### src/rtl/hb_cfg_space.sv
module hb_cfg_space #(
  parameter logic [15:0] VENDOR_ID = 16'h8086,
  parameter logic [15:0] DEVICE_ID = 16'h1237,
  parameter logic [7:0]  REVISION  = 8'h00,
  parameter logic [23:0] CLASS     = 24'h060000,
  parameter int          IDX_W     = 6
) (
  input  logic             clk,
  input  logic             rst_n,
  input  logic [IDX_W-1:0] off_i,
  input  logic [3:0]       be_i,
  input  logic [31:0]      wdata_i,
  input  logic             rd_i,
  input  logic             wr_i,
  input  logic [4:0]       evt_i,
  output logic [31:0]      rdata_o,
  output logic             perr_en_o,
  output logic             serr_en_o,
  output logic             serr_o
);
  localparam int NFLAG = 5;

  logic             perre_q, serre_q;
  logic [NFLAG-1:0] flag_q;
  logic [7:0]       lat_q, hdr_q, bist_q;
  logic [NFLAG-1:0] clr;
  logic [15:0]      cmd_w, sts_w;
  logic [31:0]      rd_w;
  logic             wr_cs, wr_hdr;

  assign wr_cs  = wr_i && (off_i == IDX_W'(1));
  assign wr_hdr = wr_i && (off_i == IDX_W'(3));

  assign clr = (wr_cs && be_i[3]) ? {wdata_i[31:28], wdata_i[24]} : '0;

  assign cmd_w = {7'b0, serre_q, 1'b0, perre_q, 6'b000110};
  assign sts_w = {flag_q[4:1], 1'b0, 2'b01, flag_q[0], 8'h80};

  always_comb begin
    case (off_i)
      IDX_W'(0): rd_w = {DEVICE_ID, VENDOR_ID};
      IDX_W'(1): rd_w = {sts_w, cmd_w};
      IDX_W'(2): rd_w = {CLASS, REVISION};
      IDX_W'(3): rd_w = {bist_q, hdr_q, lat_q, 8'h00};
      default:   rd_w = '0;
    endcase
  end

  always_ff @(posedge clk or negedge rst_n) begin
    if (!rst_n) begin
      perre_q <= 1'b0;
      serre_q <= 1'b0;
    end else begin
      if (wr_cs && be_i[0]) perre_q <= wdata_i[6];
      if (wr_cs && be_i[1]) serre_q <= wdata_i[8];
    end
  end

  always_ff @(posedge clk or negedge rst_n) begin
    if (!rst_n) flag_q <= '0;
    else        flag_q <= (flag_q & ~clr) | evt_i;
  end

  always_ff @(posedge clk or negedge rst_n) begin
    if (!rst_n) begin
      lat_q  <= '0;
      hdr_q  <= '0;
      bist_q <= '0;
    end else begin
      if (wr_hdr && be_i[1]) lat_q  <= wdata_i[15:8];
      if (wr_hdr && be_i[2]) hdr_q  <= wdata_i[23:16];
      if (wr_hdr && be_i[3]) bist_q <= wdata_i[31:24];
    end
  end

  always_ff @(posedge clk or negedge rst_n) begin
    if (!rst_n)    rdata_o <= '0;
    else if (rd_i) rdata_o <= rd_w;
  end

  assign perr_en_o = perre_q;
  assign serr_en_o = serre_q;
  assign serr_o    = serre_q && (|flag_q);

  logic unused_wd;
  assign unused_wd = ^{wdata_i[7], wdata_i[5:0], wdata_i[27:25], wdata_i[23:9], be_i[0] & wr_hdr};
endmodule


### config.mk
export PLATFORM = sky130hd
export DESIGN_NAME = hb_cfg_space
export DESIGN_NICKNAME = d
export VERILOG_FILES = /design/src/rtl/hb_cfg_space.sv
export SDC_FILE = /design/constraint.sdc
export NUM_CORES = 1
export LEC_CHECK = 0
export ABC_AREA = 1
export BUFFER_PORTS_ARGS = -buffer_cell sky130_fd_sc_hd__clkbuf_2
export CAP_MARGIN = 40
export CORE_MARGIN = 2
export CORE_UTILIZATION = 50
export CTS_BUF_LIST = sky130_fd_sc_hd__clkbuf_4 sky130_fd_sc_hd__clkbuf_8
export DETAILED_ROUTE_END_ITERATION = 6
export PLACE_DENSITY = 0.79
export SLEW_MARGIN = 10
export SYNTH_ARGS = -nofsm -noshare
export SYNTH_HDL_FRONTEND = slang
export SYNTH_SLANG_ARGS = --single-unit
### constraint.sdc
create_clock -name clk -period 1 [get_ports clk]
set_input_delay 0.2 -clock clk [delete_from_list [all_inputs] [get_ports clk]]
set_output_delay 0.2 -clock clk [all_outputs]
set_load 0.02 [all_outputs]
# Word level (Yosys, flattened, before mapping)

Index checks and enable logic that the tools add are counted.

Register bits: 63
Bits of input ports: 51
Word-level logic and storage cells: 26

Eq/ne operators: 3
Multiplexer cells: 2
Bitwise operators: 3
Reductions and logical operators: 11

Operators by type and width:

| operator                                            | number |
|---|---|
| case mux 32 bit (4 select lines)                    | 1 |
| equality test 6 x 2 -> 1 bit, second input constant | 2 |
| logical AND 1 bit                                   | 9 |
| equality test 6 x 1 -> 1 bit, second input constant | 1 |
| logical NOT 6 bit                                   | 1 |
| AND 5 bit                                           | 1 |
| 2-to-1 mux 5 bit                                    | 1 |
| inverter 5 bit                                      | 1 |
| OR 5 bit                                            | 1 |
| OR reduction 5 bit                                  | 1 |

# Longest topological paths before layout

Depth after elaboration: 7
Mapped depth: 9

# Worst setup path before layout

OpenSTA, ideal clock, no wires.

Path type: input to register
Start point: in off_i[3]
End point: reg bist_q[3]
Arrival time: 1.024 ns
Data required time: 0.883 ns
Slack: -0.140 ns
Stages: 7
Cell sequence: nor2_2 nand2_4 nor2_8 nand3_4 buf_6 nand2_2 o21ai_2

Word-level cells in the longest chain between the ends: 3

RTL lines:

| element                      | line | text |
|---|---|---|
| start: declaration           | 10   | `input logic [IDX_W-1:0] off_i,` |
| equality test 6 x 2 -> 1 bit | 32   | `assign wr_hdr = wr_i && (off_i == IDX_W'(3));` |
| logical AND 1 bit            | 32   |  |
| logical AND 1 bit            | 72   | `if (wr_hdr && be_i[3]) bist_q <= wdata_i[31:24];` |
| end signal: assignment       | 72   |  |
| end: declaration             | 25   | `logic [7:0] lat_q, hdr_q, bist_q;` |

Every way passes these cells.
A chain may end at the register's enable or synchronous reset.

# Worst setup path in the final report

Start point: reg flag_q[3]
End point: out serr_o

Word-level cells in the longest chain between the ends: 2

RTL lines:

| element                  | line | text |
|---|---|---|
| start: declaration       | 24   | `logic [NFLAG-1:0] flag_q;` |
| start signal: assignment | 61   | `else flag_q <= (flag_q & ~clr) \| evt_i;` |
| OR reduction 5 bit       | 83   | `assign serr_o = serre_q && (\|flag_q);` |
| logical AND 1 bit        | 83   |  |
| end: declaration         | 19   | `output logic serr_o` |

Every way passes these cells.

==> impl_metrics.csv <==
group,metric,value,unit
grt,grt_first_pass_wirelength,11000,um
grt,antenna_found_initial,0,
logic_synthesis,synth.cells.most_frequent,"124 x sky130_fd_sc_hd__nand2_1, 58 x sky130_fd_sc_hd__dfrtp_1, 37 x sky130_fd_sc_hd__inv_1, 24 x sky130_fd_sc_hd__o21ai_2, 13 x sky130_fd_sc_hd__nand3_1",
detailed_routing,routed_wirelength,7050,um
logic_synthesis,synth-xor-area-share,0,%
grt,groute.usage.overall,23.4,%
detailed_routing,vias_per_cell,4.86,
floorplan,start_util,52.3,%
placement,numPortBuffers,74,
logic_synthesis,ys_warn_count,0,
placement,detailedPlacementHpwl,4160,um
setup_path,critical_path_arrival,1200,ps
sta,final_report_max_slew_violation_count,0,
min_path,holdCritPathClass,"input pin to register",
setup_path,critPathMaxFanout,2,
sta,setup-violations-final,31,
floorplan,floorplan.die.width,77.6,um
power_and_ir_drop,total_leakage_power,0.00223,uW
logic_synthesis,main_combinational_cell_family_by_area_after_synthesis,"simple AND/OR/NAND/NOR gates",
logic_synthesis,synthesized_area_fraction_occupied_by_ao_oa_aoi_and_oai_cells,9.43,%
setup_path,r2r.worst_path.cells,5,
logic_synthesis,synth_enable_flop_cells,0,
detailed_routing,number_of_detailed_routing_iterations_run_before_antenna_repair,4,
logic_synthesis,most_instantiated_library_cell_after_synthesis,"sky130_fd_sc_hd__nand2_1",
sta,timing.final.crit_period,1400,ps
sta,final-hold-violation-count,0,
sta,fmax,712,MHz
logic_synthesis,post_synth_num_cell_types,19,
logic_synthesis,syn_avg_cell_area,8.76,sq um
setup_path,cp-start-kind,"register",
detailed_routing,route.detailed.wl_per_inst,14.0,um
grt,gr-total-overflow,0,
cts,numClockSinks,58,
sta,worst_slack,-404,ps
power_and_ir_drop,power.share.switching,25.2,%
detailed_routing,num_vias,2450,
setup_path,timing.setup.critical_path_class,"register to primary output",
power_and_ir_drop,cell_internal_pwr,3850,uW
logic_synthesis,syn_inst,309,
run,max_cap_violations,0,
logic_synthesis,post_synth_and_or_nand_nor_area_fraction,27.2,%
cts,tritoncts,"yes",
outcome,failing_checks,"negative setup slack",
power_and_ir_drop,powerDensity,1300,nW/um^2
sta,fin_worst_skew,9.11,ps
logic_synthesis,asyncSetResetFlopFracSynth,100,%
layout,n_antenna_cell,0,
logic_synthesis,yosys.area.top_type_share,53.6,%
layout,layout.nets,480,
sta,grt_setup_unrepaired,"yes",
setup_path,regToRegSetupSlack,90,ps
cts,number_of_h_tree_levels,3,
power_and_ir_drop,clkPwrFrac,39.7,%
detailed_routing,postRouteAntennaNets,0,
setup_path,crit_required,800,ps
detailed_routing,1st_iter_drt_viols,188,
setup_path,endpoint,"serr_o",
logic_synthesis,seq_area_frac_synth,53.6,%
logic_synthesis,synth_top_cell_by_area,"sky130_fd_sc_hd__dfrtp_1",
floorplan,ios,86,
cts,clk_pin_slew_worst_paths,70,ps
logic_synthesis,ys.flop_type,"sky130_fd_sc_hd__dfrtp_1",
grt,number_of_global_route_vias_before_repair,2374,
setup_path,r2r-start,"flag_q[1]",
setup_path,worstReg2RegEnd,"rdata_o[28]",
cts,cts.path.max_buffers,2,
cts,tritoncts.num_buffers,9,
power_and_ir_drop,power_frac_seq,49.0,%
logic_synthesis,cells_taking_the_most_area_after_synthesis,"sky130_fd_sc_hd__dfrtp_1 54%, sky130_fd_sc_hd__nand2_1 17%, sky130_fd_sc_hd__o21ai_2 7.8%",
logic_synthesis,synthMuxAreaShare,0,%
cts,clock_latency_at_the_later_pin_of_the_worst_skew_pair,330,ps
layout,synthToLayoutAreaGrowth,46.3,%
power_and_ir_drop,worst_ir_drop_vdd,1.05,mV
floorplan,floorplan.rows,26,
placement,gp_routability_congestion,0.796,
setup_path,cp-end-kind,"primary output",
logic_synthesis,synth_area,2710,sq um
power_and_ir_drop,comb_power_share,11.3,%
placement,detailedPlace.worstSlack,-318,ps
floorplan,die_height,77.6,um
cts,clk_root_buffer_cell,"sky130_fd_sc_hd__clkbuf_8",
logic_synthesis,synth_fa_ha_area_share,0,%
logic_synthesis,yosys_register_bits,58,
sta,layout_worst_path_cycle_share,140,%
floorplan,floorplan.die_area,6020,sq um
setup_path,timing.critical_path.from,"flag_q[3]",
layout,post_route_cells_drive_above_1_share,41.2,%
power_and_ir_drop,switchingPower,1290,uW
outcome,status,"finished with violations",
grt,grt_max_degree,59,
sta,timing.setup.tns,-2490,ps
detailed_routing,drc,0,
floorplan,fp.coreArea,5170,sq um
worst max-delay path: stages, from the launching register on:
cell and delay, ps:
sky130_fd_sc_hd__dfrtp_1 380, sky130_fd_sc_hd__nor2_1 120, sky130_fd_sc_hd__nand2_1 60, sky130_fd_sc_hd__o21ai_1 110
sky130_fd_sc_hd__inv_1 60, sky130_fd_sc_hd__clkbuf_8 140
routing by layer:
layer | vias up | global-route usage, % | part of all wire (%)
met3 | 14 | 4.07 | 5.3
met1 | 1140 | 31.5 | 41
met2 | 97 | 36.4 | 51
met4 | 0 | 12.3 | 2.2
li1 | 1199 | - | -
met5 | - | 0 | 0
flip-flops by register name, indices dropped and copies added, names as in the netlist:
name and cells:
rdata_o 27, bist_q 8, hdr_q 8, lat_q 8
flag_q 5, perr_en_o 1, serr_en_o 1
final cells by class:
type                       instances  area, sq um
fill                             350         1210
clock inverter                     2         10.0
timing repair buffer             120         1010
multi-input combinational        203         1080
inverter                          37          139
clock buffer                      14          180
tap                               70         87.6
sequential                        58         1450
power by group through the flow:
stage                     logic [uW]  clock network (uW)  registers (uW)
final                            583                2040            2520
after global routing             644                2150            2520
after detailed placement         492                   0            2550
after global placement           478                   0            2550
after CTS                        551                2050            2510
after floorplan                  251                   0            2550
through the flow:
stage	instances	utilization, %	instance area (sq um)	total power, uW	hold WS (ps)
floorplan	312	-	2730	2800	-95.6
global placement	457	62.6	3240	3030	225
detailed placement	457	62.6	3240	3040	230
CTS	490	71.6	3700	5110	50.2
global route	504	76.5	3960	5320	62.7
finish	504	76.5	3960	5140	55.6
cell usage in the layout (no fill, tap or decap), drive strengths merged:
cell / count
conb: 4
buf: 62
clkbuf: 71
nand2: 131
o21ai: 33
clkinv: 2
nor2: 8
nand3: 19
dfrtp: 58
nand4: 8
dlygate4sd3: 1
inv: 37
timing repair:
| item | CTS | global route |
|---|---|---|
| setup buffers | 14 | 15 |
| setup endpoints to repair | 34 | 49 |
| hold buffers | 1 | 0 |
| pin swaps | 6 | 7 |
| gates resized for setup | 29 | 55 |
| cloned | 2 | 1 |
| hold endpoints to repair | 58 | 0 |
how the worst min path moves through the flow:
| stage | slack (ps) | depth (start not counted) | to | startpoint |
|---|---|---|---|---|
| 2_1_floorplan | -100 | 0 | bist_q[0] | rst_n |
| 3_3_place_gp | 220 | 2 | flag_q[1] | rst_n |
| 3_5_place_dp | 230 | 2 | flag_q[1] | rst_n |
| 4_1_cts | 50 | 3 | flag_q[4] | evt_i[4] |
| 5_1_grt | 60 | 3 | flag_q[3] | evt_i[3] |
| 6_report | 60 | 3 | flag_q[4] | evt_i[4] |
cells by family (layout without fill, tap and decap cells):
group / count (synthesis) / in the layout
AOI/OAI and AO/OA: 33 / 33
buffers and inverters: 54 / 173
DFF: 58 / 58
other: 1 / 4
and+or+nand+nor: 163 / 166
(Power assumes the default switching activity.)
